[config.mk]
export PLATFORM = sky130hd
export DESIGN_NAME = spi_gap_master
export DESIGN_NICKNAME = d
export VERILOG_FILES = /design/src/rtl/spi_gap_pkg.sv /design/src/rtl/spi_gap_fifo.sv /design/src/rtl/spi_gap_clkdiv.sv /design/src/rtl/spi_gap_engine.sv /design/src/rtl/spi_gap_master.sv
export SDC_FILE = /design/constraint.sdc
export NUM_CORES = 1
export LEC_CHECK = 0
export BUFFER_PORTS_ARGS = -buffer_cell sky130_fd_sc_hd__buf_2
export CORE_UTILIZATION = 30
export DETAILED_ROUTE_END_ITERATION = 10
export HOLD_SLACK_MARGIN = 0.06
export MAX_ROUTING_LAYER = met4
export PLACE_DENSITY = 0.53
export REMOVE_ABC_BUFFERS = 1
export SYNTH_ARGS = -nofsm -noshare
export SYNTH_HDL_FRONTEND = slang
export SYNTH_SLANG_ARGS = --single-unit
[constraint.sdc]
create_clock -name clk -period 3.65 [get_ports clk]
set_input_delay 0.73 -clock clk [delete_from_list [all_inputs] [get_ports clk]]
set_output_delay 0.73 -clock clk [all_outputs]
set_load 0.01 [all_outputs]
[src/rtl/spi_gap_pkg.sv]
package spi_gap_pkg;

  typedef enum logic [2:0] {
    ST_IDLE,
    ST_WAIT,
    ST_SHIFT,
    ST_GAP,
    ST_DONE
  } spi_state_e;

  // A pause of one SCLK period follows a byte when the count it leaves is 0 or 1.
  function automatic logic gap_needed(input logic [31:0] count_after);
    return count_after <= 32'd1;
  endfunction

endpackage

[src/rtl/spi_gap_fifo.sv]
module spi_gap_fifo #(
  parameter int WIDTH = 8,
  parameter int DEPTH = 4
) (
  input  logic             clk,
  input  logic             rst_n,
  input  logic             push,
  input  logic [WIDTH-1:0] wdata,
  input  logic             pop,
  output logic [WIDTH-1:0] rdata,
  output logic             full,
  output logic             empty
);
  localparam int AW = (DEPTH > 1) ? $clog2(DEPTH) : 1;
  localparam logic [AW-1:0] LAST = AW'(DEPTH - 1);

  logic [WIDTH-1:0] mem [DEPTH];
  logic [AW-1:0]    wr_ptr, rd_ptr;
  logic [AW:0]      count;
  logic             do_push, do_pop;

  assign full    = (count == (AW+1)'(DEPTH));
  assign empty   = (count == '0);
  assign do_push = push && !full;
  assign do_pop  = pop && !empty;
  assign rdata   = mem[rd_ptr];

  always_ff @(posedge clk) begin
    if (do_push) mem[wr_ptr] <= wdata;
  end

  always_ff @(posedge clk or negedge rst_n) begin
    if (!rst_n) begin
      wr_ptr <= '0;
      rd_ptr <= '0;
      count  <= '0;
    end else begin
      if (do_push) wr_ptr <= (wr_ptr == LAST) ? '0 : wr_ptr + 1'b1;
      if (do_pop)  rd_ptr <= (rd_ptr == LAST) ? '0 : rd_ptr + 1'b1;
      unique case ({do_push, do_pop})
        2'b10:   count <= count + 1'b1;
        2'b01:   count <= count - 1'b1;
        default: count <= count;
      endcase
    end
  end
endmodule

[src/rtl/spi_gap_clkdiv.sv]
module spi_gap_clkdiv #(
  parameter int DIV_W = 8
) (
  input  logic             clk,
  input  logic             rst_n,
  input  logic             run,
  input  logic [DIV_W-1:0] div,
  output logic             tick
);
  localparam logic [DIV_W:0] MAX_DIV = (DIV_W+1)'(1) << DIV_W;

  logic [DIV_W:0] limit;
  logic [DIV_W:0] cnt;

  assign limit = (div == '0) ? MAX_DIV : {1'b0, div};
  assign tick  = run && (cnt == limit - 1'b1);

  always_ff @(posedge clk or negedge rst_n) begin
    if (!rst_n)    cnt <= '0;
    else if (!run) cnt <= '0;
    else if (tick) cnt <= '0;
    else           cnt <= cnt + 1'b1;
  end
endmodule

[src/rtl/spi_gap_engine.sv]
module spi_gap_engine
  import spi_gap_pkg::*;
#(
  parameter int LEN_W = 16
) (
  input  logic             clk,
  input  logic             rst_n,
  input  logic             enable,
  input  logic             dma_en,
  input  logic             len_wr,
  input  logic [LEN_W-1:0] len_wdata,
  input  logic             tick,
  output logic             run,
  input  logic             tx_avail,
  input  logic [7:0]       tx_byte,
  output logic             tx_pop,
  input  logic             rx_room,
  output logic             rx_push,
  output logic [7:0]       rx_byte,
  output logic             sclk,
  output logic             mosi,
  input  logic             miso,
  output logic             cs_n,
  output logic [LEN_W-1:0] len_q,
  output logic             done
);
  spi_state_e state;
  logic [7:0] sh_tx, sh_rx;
  logic [2:0] bit_idx;
  logic       gap_half;
  logic       sclk_q;

  logic             can_start, byte_end, ends_now, pause_now;
  logic             load_wait, load_end, load_gap, load_now;
  logic [LEN_W-1:0] len_next;

  assign can_start = enable && tx_avail && rx_room;
  assign byte_end  = (state == ST_SHIFT) && tick && sclk_q && (bit_idx == 3'd7);
  assign len_next  = (dma_en && len_q != '0) ? len_q - LEN_W'(1) : len_q;
  assign ends_now  = dma_en && (len_next == '0);
  assign pause_now = gap_needed(32'(len_next));

  assign load_wait = (state == ST_WAIT) && enable && !(dma_en && len_q == '0)
                     && tx_avail && rx_room;
  assign load_end  = byte_end && !ends_now && !pause_now && can_start;
  assign load_gap  = (state == ST_GAP) && tick && gap_half && can_start;
  assign load_now  = load_wait || load_end || load_gap;
  assign tx_pop    = load_now;

  assign rx_push = (state == ST_SHIFT) && tick && !sclk_q && (bit_idx == 3'd7);
  assign rx_byte = {sh_rx[6:0], miso};

  assign run  = (state == ST_SHIFT) || (state == ST_GAP);
  assign sclk = sclk_q;
  assign mosi = (state == ST_SHIFT) ? sh_tx[7] : 1'b0;
  assign cs_n = (state == ST_IDLE) || (state == ST_DONE);
  assign done = (state == ST_DONE);

  always_ff @(posedge clk or negedge rst_n) begin
    if (!rst_n) begin
      state    <= ST_IDLE;
      sclk_q   <= 1'b0;
      sh_tx    <= '0;
      sh_rx    <= '0;
      bit_idx  <= '0;
      gap_half <= 1'b0;
      len_q    <= '0;
    end else begin
      if (len_wr && (state == ST_IDLE || state == ST_DONE)) len_q <= len_wdata;
      if (byte_end) len_q <= len_next;
      if (load_now) begin
        sh_tx   <= tx_byte;
        bit_idx <= '0;
      end
      unique case (state)
        ST_IDLE: if (enable) state <= ST_WAIT;
        ST_WAIT: begin
          if (!enable)                     state <= ST_IDLE;
          else if (dma_en && len_q == '0)  state <= ST_DONE;
          else if (load_now)               state <= ST_SHIFT;
        end
        ST_SHIFT: if (tick) begin
          if (!sclk_q) begin
            sclk_q <= 1'b1;
            sh_rx  <= {sh_rx[6:0], miso};
          end else begin
            sclk_q <= 1'b0;
            if (bit_idx != 3'd7) begin
              sh_tx   <= {sh_tx[6:0], 1'b0};
              bit_idx <= bit_idx + 1'b1;
            end else if (ends_now) begin
              state <= ST_DONE;
            end else if (pause_now) begin
              state    <= ST_GAP;
              gap_half <= 1'b0;
            end else if (!load_now) begin
              state <= ST_WAIT;
            end
          end
        end
        ST_GAP: if (tick) begin
          if (!gap_half) gap_half <= 1'b1;
          else           state <= load_now ? ST_SHIFT : ST_WAIT;
        end
        ST_DONE: if (!enable) state <= ST_IDLE;
        default: state <= ST_IDLE;
      endcase
    end
  end
endmodule

[src/rtl/spi_gap_master.sv]
module spi_gap_master #(
  parameter int LEN_W    = 16,
  parameter int DIV_W    = 8,
  parameter int Q_DEPTH  = 4
) (
  input  logic             clk,
  input  logic             rst_n,
  input  logic             cfg_enable,
  input  logic             cfg_dma_en,
  input  logic             cfg_len_wr,
  input  logic [LEN_W-1:0] cfg_len_wdata,
  input  logic [DIV_W-1:0] cfg_div,
  input  logic             tx_valid,
  input  logic [7:0]       tx_data,
  output logic             tx_ready,
  output logic             rx_valid,
  output logic [7:0]       rx_data,
  input  logic             rx_ready,
  output logic             spi_sclk,
  output logic             spi_mosi,
  input  logic             spi_miso,
  output logic             spi_cs_n,
  output logic [LEN_W-1:0] len_count,
  output logic             xfer_busy,
  output logic             xfer_done
);
  logic       tx_full, tx_empty, tx_pop;
  logic [7:0] tx_head;
  logic       rx_full, rx_empty, rx_push;
  logic [7:0] rx_byte;
  logic       run, tick;

  assign tx_ready  = !tx_full;
  assign rx_valid  = !rx_empty;
  assign xfer_busy = !spi_cs_n;

  spi_gap_fifo #(.WIDTH(8), .DEPTH(Q_DEPTH)) u_txq (
    .clk(clk), .rst_n(rst_n),
    .push(tx_valid), .wdata(tx_data), .pop(tx_pop),
    .rdata(tx_head), .full(tx_full), .empty(tx_empty)
  );

  spi_gap_fifo #(.WIDTH(8), .DEPTH(Q_DEPTH)) u_rxq (
    .clk(clk), .rst_n(rst_n),
    .push(rx_push), .wdata(rx_byte), .pop(rx_ready),
    .rdata(rx_data), .full(rx_full), .empty(rx_empty)
  );

  spi_gap_clkdiv #(.DIV_W(DIV_W)) u_div (
    .clk(clk), .rst_n(rst_n), .run(run), .div(cfg_div), .tick(tick)
  );

  spi_gap_engine #(.LEN_W(LEN_W)) u_eng (
    .clk(clk), .rst_n(rst_n),
    .enable(cfg_enable), .dma_en(cfg_dma_en),
    .len_wr(cfg_len_wr), .len_wdata(cfg_len_wdata),
    .tick(tick), .run(run),
    .tx_avail(!tx_empty), .tx_byte(tx_head), .tx_pop(tx_pop),
    .rx_room(!rx_full), .rx_push(rx_push), .rx_byte(rx_byte),
    .sclk(spi_sclk), .mosi(spi_mosi), .miso(spi_miso),
    .cs_n(spi_cs_n), .len_q(len_count), .done(xfer_done)
  );
endmodule

Yosys cells after proc, flatten, opt, wreduce, memory -nomap -nowiden. Memories as Yosys holds them, arrays and structs flattened. Cells that the tools add are included.

Flip-flop bits (word level): 62. Memory bits (writable): 64. Input port bits: 40. Output and inout port bits: 31. Memories: 2.

$add $sub $neg: 12. $lt $le $gt $ge: 1. Eq/ne operators: 28. Muxes and demuxes: 50. Bitwise logic cells: 1. Reduce and logical (&&, ||, !) cells: 54.

Memories: u_rxq.mem (depth 4, width 8, read ports 1, clocked after memory_dff 0, write ports 1, line spi_gap_fifo.sv:17) `logic [WIDTH-1:0] mem [DEPTH];`; u_txq.mem (depth 4, width 8, read ports 1, clocked after memory_dff 0, write ports 1, line spi_gap_fifo.sv:17).

Operators with widths (count): two-way mux 3 bit (18); two-way mux 16 bit (3); two-way mux 8 bit (5); zero test 16 bit (2); two-way mux 9 bit (3); logical AND 1 bit (26); less-or-equal comparator 16 x 1 -> 1 bit, second input constant (1); nonzero test 16 bit (1); subtractor 16 x 1 -> 16 bit, second input constant (1); case mux 3 bit (5 select lines) (1); equality test 2 bit, second input constant (6); equality test 3 bit, second input constant (4); two-way mux 1 bit (12); case mux 3 bit (2 select lines) (2); two-way mux 2 bit (5); inequality test 2 x 1 -> 1 bit, second input constant (5); adder 3 x 1 -> 3 bit, second input constant (3); adder 9 x 1 -> 9 bit, second input constant (1); equality test 9 bit (1); zero test 1 bit (9); zero test 3 bit (3); AND reduction 9 bit (1); subtractor 9 x 1 -> 9 bit, second input constant (1); adder 2 x 1 -> 2 bit, second input constant (4); 16 further kinds (28).

Depth between registers and ports, before layout. Gate-level depths: netlist (run 1).

Depth after elaboration: 20. Mapped depth: 18.

Cells and area by module. Synthesis (run 1) repeated with hierarchy kept, for this count alone.

Cell total of the unflattened synthesis: 546. Area total of the unflattened synthesis: 6563.8 µm².

Modules (own cells, without submodules): spi_gap_fifo (times used 2, cells an instance 82, area each 1636.6 µm²); spi_gap_engine (times used 1, cells an instance 290, area each 2524.9 µm²); spi_gap_clkdiv (times used 1, cells an instance 87, area each 747.0 µm²); spi_gap_master (times used 1, cells an instance 5, area each 18.8 µm²).

Least setup slack after synthesis (run 1). Ideal clock, no wire load.

Path type: input port to flip-flop. Start point: input port cfg_div[0]. End point: register u_txq.count[2]. Library setup time: 0.079 ns. Arrival time: 4.081 ns. Data required time: 3.571 ns. Setup slack: -0.510 ns. Stages: 17. Cell sequence: inv_1 > ha_1 > nor3b_1 > a21oi_1 > nor4b_2 > o211ai_1 > or4_1 > buf_2 > a311o_4 > nand2_4 > buf_12 > ha_1 > inv_1 > fa_1 > xor2_1 > nor2_1 > xor2_1.

Longest elaborated chain between the ends: 16. Elaborated cells on any way between the ends: 21. Classes of those cells: add/sub: 1; eq/ne: 3; mux: 2; reduce/logical: 15.

Ends and longest elaborated chain: from (decl) (line spi_gap_master.sv:12) `input logic [DIV_W-1:0] cfg_div,`; zero test 8 bit (line spi_gap_clkdiv.sv:15) `assign limit = (div == '0) ? MAX_DIV : {1'b0, div};`; two-way mux 9 bit (*) (line spi_gap_clkdiv.sv:15); subtractor 9 x 1 -> 9 bit (*) (line spi_gap_clkdiv.sv:16) `assign tick = run && (cnt == limit - 1'b1);`; equality test 9 bit (*) (line spi_gap_clkdiv.sv:16); logical AND 1 bit (*) (line spi_gap_clkdiv.sv:16); logical AND 1 bit (3 in series) (line spi_gap_engine.sv:38) `assign byte_end = (state == ST_SHIFT) && tick && sclk_q && (bit_idx == 3'd7);`; logical AND 1 bit (3 in series) (line spi_gap_engine.sv:45) `assign load_end = byte_end && !ends_now && !pause_now && can_start;`; logical OR 1 bit (line spi_gap_engine.sv:47) `assign load_now = load_wait || load_end || load_gap;`; logical OR 1 bit (*) (line spi_gap_engine.sv:47); logical AND 1 bit (*) (line spi_gap_fifo.sv:25) `assign do_pop = pop && !empty;`; via u_txq.do_pop (line spi_gap_fifo.sv:20) `logic do_push, do_pop;`; equality test 2 x 1 -> 1 bit / equality test 2 bit (equally long branches) (line spi_gap_fifo.sv:40) `unique case ({do_push, do_pop})`; case mux 3 bit (2 select lines) / nonzero test 2 bit (equally long branches); to (signal assigned) (line spi_gap_fifo.sv:41) `2'b10: count <= count + 1'b1;`; to (signal assigned) (line spi_gap_fifo.sv:42) `2'b01: count <= count - 1'b1;`; to (signal assigned) (line spi_gap_fifo.sv:43) `default: count <= count;`; to (decl) (line spi_gap_fifo.sv:19) `logic [AW:0] count;`.

The timed path passes the listed nets; every way through them passes the cells marked *. A chain may end at the register's enable or synchronous reset.

Worst setup path in the final report (run 1).
Start point: input port cfg_div[0]. End point: register u_txq.count[2].

Longest elaborated chain between the ends: 16. Elaborated cells on any way between the ends: 21. Classes of those cells: add/sub: 1; eq/ne: 3; mux: 2; reduce/logical: 15.

Ends and longest elaborated chain (line): zero test 8 bit (spi_gap_clkdiv.sv:15); two-way mux 9 bit (*) (spi_gap_clkdiv.sv:15); subtractor 9 x 1 -> 9 bit (*) (spi_gap_clkdiv.sv:16); equality test 9 bit (*) (spi_gap_clkdiv.sv:16); logical AND 1 bit (*) (spi_gap_clkdiv.sv:16); logical AND 1 bit (3 in series) (spi_gap_engine.sv:38); logical AND 1 bit (3 in series) (spi_gap_engine.sv:45); logical OR 1 bit (spi_gap_engine.sv:47); logical OR 1 bit (*) (spi_gap_engine.sv:47); logical AND 1 bit (*) (spi_gap_fifo.sv:25); equality test 2 x 1 -> 1 bit / equality test 2 bit (equally long branches) (spi_gap_fifo.sv:40); case mux 3 bit (2 select lines) / nonzero test 2 bit (equally long branches).

Mark *: on every way between the ends. The rest lies on a longest branch, timed or not.

==> reports/metrics.yaml, run 1 <==
cpPeakStageDelay_ps: 530
insertion_delay_ps: 430
fin_crit_ps: 3510
ys_seq_elements: 126
setup_tns_ps: 0
placed_area_um2: 7650
cp_num_buf_inv: 3
gp_congestion: 0.835
drt-total-wl_um: 15400
synth_xor_area_share_pct: 3.21
ys_seq_area_share_pct: 53.0
grt_pass1_wl_um: 25000
dp_hpwl_um: 11200
path_delay_family: "compound AO/OA/AOI/OAI gates"
root_buffer: "clkbuf_16"
die_x_um: 150
place_ws_ps: -586
grt_max_degree: 34
cp_max_fo: 4
synth_mux_area_share_pct: 8.42
rows: 53
avgRoutedWirePerCell_um: 16.1
worstPathArrival_ps: 3860
numCtsBuffers: 17
htreeDepth: 4
dr_total_vias: 4774
setup-violations-final: 0
cp-end-kind: "register"
ir_worst_vdd_uv: 350
area_growth_pct: 25.9
min_period_over_period_pct: 96.3
synth_edf_count: 64
async_flop_share_pct: 49.2
maxCapViolations: 0
clock_sinks: 126
drt_iter0_drc: 226
n_fill_cell: 2024
cts_buffer_depth: 2
fin_worst_skew_ps: 13.8
p_leak_uw: 0.00337
reg2reg_depth: 13
die_y_um: 150
yosysWarnings: 0
critical_path_depth: 16
relSlewSlack_pct: 46.1
cts_tree: "yes"
io_pins: 71
crit_type: "in -> reg"
synth_top_family_by_area: "simple AND/OR/NAND/NOR gates"
antenna_found_initial: 0
overflow: 0
postCtsSetupRepairBufs: 0
drc: 0
ys_dominant_reg_cell: "edfxtp_1"
syn_area_per_cell_um2: 12.1
reg2reg_slack_ps: 240
hold_class: "in -> async"
syn_inst: 542
vias_per_cell: 4.99
yosysUniqueCellTypes: 79
syn_area_um2: 6550
clk_pin_slew_ps: 60
cp.required_ps: 4000
synth_compound_area_share_pct: 12.6
numPortBuffers: 70
dieArea_um2: 22400
fmax_ghz: 0.285
detail-route-antenna-nets: 0
drive_gt1_share_pct: 33.6
crit_path_cell_trace: "buf_2 -> inv_1 -> ha_1 -> or2_0 -> a22o_1 -> a211o_1 -> o311a_1 -> or4_4 -> a311o_4 -> nand2_4 -> ha_4 -> inv_1 -> fa_2 -> xor2_1 -> nor2_1 -> xor2_1"
drtPass1Iterations: 4
final_area_um2: 8250
status: "completed"
post_synth_and_or_nand_nor_area_fraction_pct: 15.4
slew_viol_final: 0
grt_use_total_pct: 15.0
hold_violations: 0
grt_pass1_vias: 4894
final_nets: 729
critPathSlowestCell: "or4_4"
antenna_cells: 0
cp-start-kind: "primary input"
synth_fa_ha_area_share_pct: 4.05
powerDensity_nw_per_um2: 641
tightest_slew_ps: 806
start_util_pct: 30.9
power.total_uw: 5290
fp.coreArea_um2: 21200
setup_slack_ps: 136
==> sequential cells by signal, summed over array words and instances, names as in the netlist <==
| register | count |
|---|---|
| u_eng.sh_rx | 7 |
| u_eng.state | 3 |
| u_rxq.mem | 32 |
| u_txq.rd_ptr | 2 |
| u_txq.mem | 32 |
| u_eng.len_q | 16 |
| u_rxq.count | 3 |
| u_div.cnt | 9 |
| u_rxq.rd_ptr | 2 |
| u_rxq.wr_ptr | 2 |
| u_txq.count | 3 |
| u_eng.gap_half | 1 |
| u_eng.bit_idx | 3 |
| u_txq.wr_ptr | 2 |
| u_eng.sh_tx | 8 |
| u_eng.sclk | 1 |
==> cell usage in the layout, fill, tap and decap left out, types with 13 or more instances in the layout <==
cell	instances
buf_2	70
o21ai_0	23
xnor2_1	13
clkbuf_16	17
ha_1	16
nand2_1	45
nor2_1	34
a21oi_1	14
inv_1	30
edfxtp_1	64
dfrtp_1	62
buf_4	56
mux2_2	13
mux4_2	16
nand3_1	18
o211ai_1	15
==> what timing repair did <==
action / in CTS / in global routing
gates cloned: 0 / 0
pin swaps: 1 / 3
setup endpoints to repair: 1 / 2
hold buffers: 0 / 0
hold endpoints to repair: 0 / 0
gates resized for setup: 2 / 8
==> worst paths after layout <==
path | start | to
max | cfg_div[0] | u_txq.count[2]
min | rst_n | u_eng.sh_rx[3]
max reg2reg | u_eng.len_q[3] | u_txq.count[2]
min reg2reg | u_rxq.count[0] | u_rxq.count[0]
max in group asynchronous | rst_n | u_txq.wr_ptr[1]
min in group clk | u_rxq.count[0] | u_rxq.count[0]
==> stage by stage <==
stage / hold WS (ps) / instances / util (%)
floorplan: 434 / 520 / -
global placement: 474 / 925 / 36.1
detailed placement: 480 / 925 / 36.1
CTS: 252 / 957 / 38.7
global route: 258 / 957 / 38.9
finish: 245 / 957 / 38.9
==> cell usage after synthesis (9+ instances only) <==
library cell / instances / share of area (%)
nor2_1: 34 / 1.9
edfxtp_1: 64 / 29
o21ai_0: 23 / 1.8
dfrtp_1: 62 / 24
and3_1: 11 / 1.1
nor3_1: 9 / 0.69
ha_1: 18 / 3.4
mux4_2: 16 / 5.5
mux2_2: 13 / 2.2
xor2_1: 11 / 1.5
nand2_1: 46 / 2.6
xnor2_1: 13 / 1.7
clkbuf_1: 13 / 0.74
a21oi_1: 14 / 1.1
inv_1: 30 / 1.7
o211ai_1: 15 / 1.7
nand3_1: 18 / 1.4
==> metal layers <==
layer | vias to the layer above | track usage (%) | part of all wire [%]
li1 | 2298 | - | -
met1 | 2361 | 17.7 | 45
met2 | 96 | 24.7 | 49
met3 | 19 | 3.96 | 4.1
met4 | 0 | 5.00 | 1.4
met5 | - | - | 0
==> cell families after synthesis <==
group	Yosys count
AO/OA/AOI/OAI	106
XOR/XNOR	24
adder cells (fa/ha/maj)	20
buffers and inverters	52
flip-flops	126
multiplexers	33
AND/OR/NAND/NOR	181
==> final cells by class <==
| class | instances | area [um^2] | area share (%) |
|---|---|---|---|
| Clock buffer | 17 | 425 | 5.16 |
| Clock inverter | 15 | 128 | 1.55 |
| Inverter | 30 | 113 | 1.36 |
| Multi-Input combinational cell | 364 | 2920 | 35.4 |
| Sequential cell | 126 | 3470 | 42.1 |
| Tap cell | 275 | 344 | 4.17 |
| Timing Repair Buffer | 130 | 851 | 10.3 |
==> power by group <==
group	internal [uW]	switching [uW]
clock network	890	694
registers	1760	298
logic	776	872
Note: power is estimated with default switching activity, not from simulation.
==> inputs of run 2 (changes only) <==
SYNTH_HIERARCHICAL = 1   (was not set)
==> run 2 against run 1 <==
Utilization rose by 0.65 points; combinational power increased by 5%; wire length decreased by 2.6%; global-route usage down 0.43 points; the flow now finishes with violations (negative setup slack); clock power increased by 5%; final cell count increased by 1.8%; fmax fell by 5.1%; largest power group unchanged; largest cell class unchanged; register-to-register slack lost 120 ps; clock-buffer cell count rose by 1; hold slack gained 83 ps; critical path depth is 6 higher.
==> reports/metrics.yaml, run 2 <==
status: "finished, violations left"
violations: "negative setup slack"
overflow: 0  # unchanged
detail-route-antenna-nets: 0  # unchanged
drt_iter0_drc: 243  # +7.5%
rows: 53  # unchanged
cts_buffer_depth: 2  # unchanged
regArea_um2: 3470  # unchanged
setup_slack_ps: -52.5  # -188 ps
ys_seq_elements: 126  # unchanged
tightest_slew_ps: 652  # -154 ps
clock_power_share_pct: 30.0  # about the same
vias_per_cell: 4.94  # -1.0%
syn_area_per_cell_um2: 12.0  # -0.58%
layout_common_cells: "buf_4, buf_2, edfxtp_1"
cp-end-kind: "register"
synth_area_leaders: "edfxtp_1, dfrtp_1, mux4_2, ha_1, nand2_1"
area_growth_pct: 27.8
grt_use_total_pct: 14.5  # -0.43 points
place_ws_ps: -661  # -75.4 ps
r2r-start: "u_div/cnt[0]"
multi_input_area_um2: 2950  # +1.2%
intPower_uw: 3630  # +5.9%
reg2reg_depth: 19  # +6
ys_top_cells_by_count: "edfxtp_1, dfrtp_1, nand2_1, nor2_1, a21oi_1"
r2r-end: "u_txq/count[2]"
fp.coreArea_um2: 21200  # unchanged
antenna_cells: 0  # unchanged
sequentialPowerShare_pct: 38.7  # -0.2 points
cp.required_ps: 3940  # -60 ps
switchingPower_uw: 1900  # +2.2%
gp_congestion: 0.853  # +2.1%
fmax_ghz: 0.270  # -5.1%
worstPathArrival_ps: 3990  # +130 ps
ys_seq_area_share_pct: 52.9  # -0.081 points
p_leak_uw: 0.00341  # +1.3%
synth_top_area_share_pct: 29.3  # -0.045 points
final_nets: 747  # +2.5%
syn_inst: 546  # +0.74%
ys_dominant_reg_cell: "edfxtp_1"
dp_hpwl_um: 10600  # -5.5%
grt_pass1_vias: 4883  # -0.22%
antenna_found_initial: 0  # unchanged
root_buffer: "clkbuf_16"
numPortBuffers: 70  # unchanged
synth.largest_area_cell: "edfxtp_1"
cp-start-kind: "primary input"
yosysMostFrequentCell: "edfxtp_1"
syn_area_um2: 6560  # +0.15%
min_period_over_period_pct: 101  # +5.2 points
drc: 0  # unchanged
cts_hold_buf: 0  # unchanged
avgRoutedWirePerCell_um: 15.4  # -4.3%
synth_edf_count: 64  # unchanged
htreeDepth: 4  # unchanged
die_y_um: 150  # about the same
ir_worst_vdd_uv: 364  # +3.9%
numCtsBuffers: 17  # unchanged
powerDensity_nw_per_um2: 659  # +2.8%
drt-total-wl_um: 15000  # -2.6%
cp_max_fo: 2  # -2
insertion_delay_ps: 420  # about the same
yosysWarnings: 6  # +6
startpoint: "cfg_div[1]"
hold_class: "in -> async"
reg2reg_slack_ps: 120  # -120 ps
power.total_uw: 5530  # +4.6%
combPwrFrac_pct: 31.3  # about the same
crit_type: "in -> reg"
reg_top3: "u_rxq/mem: 32 flops, u_txq/mem: 32 flops, u_eng/len_q: 16 flops"
rsz0062_at_grt: "yes"
io_pins: 71  # unchanged
n_fill_cell: 2039  # +0.74%
fin_worst_skew_ps: 11.8  # -1.98 ps
yosysUniqueCellTypes: 75  # -5.1%
final_common_cell: "buf_4"
clock_sinks: 126  # unchanged
dieArea_um2: 22500  # +0.15%
async_flop_share_pct: 49.2  # unchanged
grt_pass1_wl_um: 24500  # -2.1%
cts_tree: "yes"
grt_max_degree: 28  # -18%
die_x_um: 150  # about the same
fin_crit_ps: 3700  # +188 ps
drtPass1Iterations: 5  # +1
slew_viol_final: 0  # unchanged
setup-violations-final: 1  # +1
start_util_pct: 30.9  # +0.047 points
maxCapViolations: 0  # unchanged
drive_gt1_share_pct: 36.2  # +2.6 points
dr_total_vias: 4809  # +0.73%
clk_pin_slew_ps: 70  # about the same
hold_violations: 0  # unchanged
p_sw_share_pct: 34.4  # -0.81 points
relSlewSlack_pct: 56.5  # +10 points
## run 2: worst max path at each step
stage,to,slack [ps],depth (start not counted)
after floorplan,u_txq/count[2],-1080,20
after global placement,u_txq/count[2],-570,22
after detailed placement,u_txq/count[2],-660,22
after CTS,u_txq/count[2],-80,22
after global routing,u_txq/count[2],-260,22
final,u_txq/count[2],-50,22
## run 2: timing repair
item	CTS	global route
setup buffers	15	2
endpoints found under the setup margin	3	17
pin swaps	10	10
resized for setup	15	10
## run 2: cell families after synthesis
kind of cell | count (synthesis) | synth area share [%]
AOI/OAI and AO/OA | 101 | 10.8
xor gates and xnor gates | 28 | 3.74
adders and majority gates | 21 | 4.23
buffers and inverters | 49 | 3.20
DFF | 126 | 52.9
muxes | 33 | 8.71
and+or+nand+nor | 188 | 16.4
## run 2: final cells by class
type	instances	share of cell area [%]
Inverter	27	1.33
Tap cell	275	4.10
Clock buffer	18	5.23
Clock inverter	14	1.74
Multi-Input combinational cell	371	35.2
Sequential cell	126	41.4
Timing Repair Buffer	143	11.0
## run 2: metrics by stage
stage,hold slack (ps),instance area [um^2],instances,utilization (%),setup TNS (ps)
global placement,487,7600,928,35.8,-6390
detailed placement,506,7600,928,35.8,-8010
global route,367,8390,974,39.5,-457
floorplan,434,6460,524,-,-29210
CTS,339,8350,975,39.4,-78.2
finish,328,8390,974,39.5,-52.5
## run 2: power by group through the flow
stage                     logic, uW  registers [uW]  clock network [uW]
after floorplan                 993            2180                   0
after global placement         1650            2160                   0
after detailed placement       1700            2170                   0
after CTS                      1740            2150                1690
after global routing           1920            2200                1750
final                          1730            2140                1660
## run 2: critical path: stages
cell	delay, ps
buf_8	90
inv_8	30
buf_6	110
a22o_1	240
a221o_1	380
a2111oi_4	330
and2_4	200
nand3b_1	120
nor2_2	190
nand3_2	120
nor3_2	140
buf_4	150
o41ai_4	70
nand2b_2	120
nand2b_4	60
inv_2	60
ha_4	120
inv_2	40
fa_2	320
xor2_1	160
nor2_1	70
xor2_1	150
## run 2: metal layers
layer	global-route usage, %	vias up	wire length (um)
met3	3.63	24	684
met1	17.7	2384	6830
met4	5.20	0	253
met2	23.3	100	7260
met5	-	-	0
li1	-	2301	-
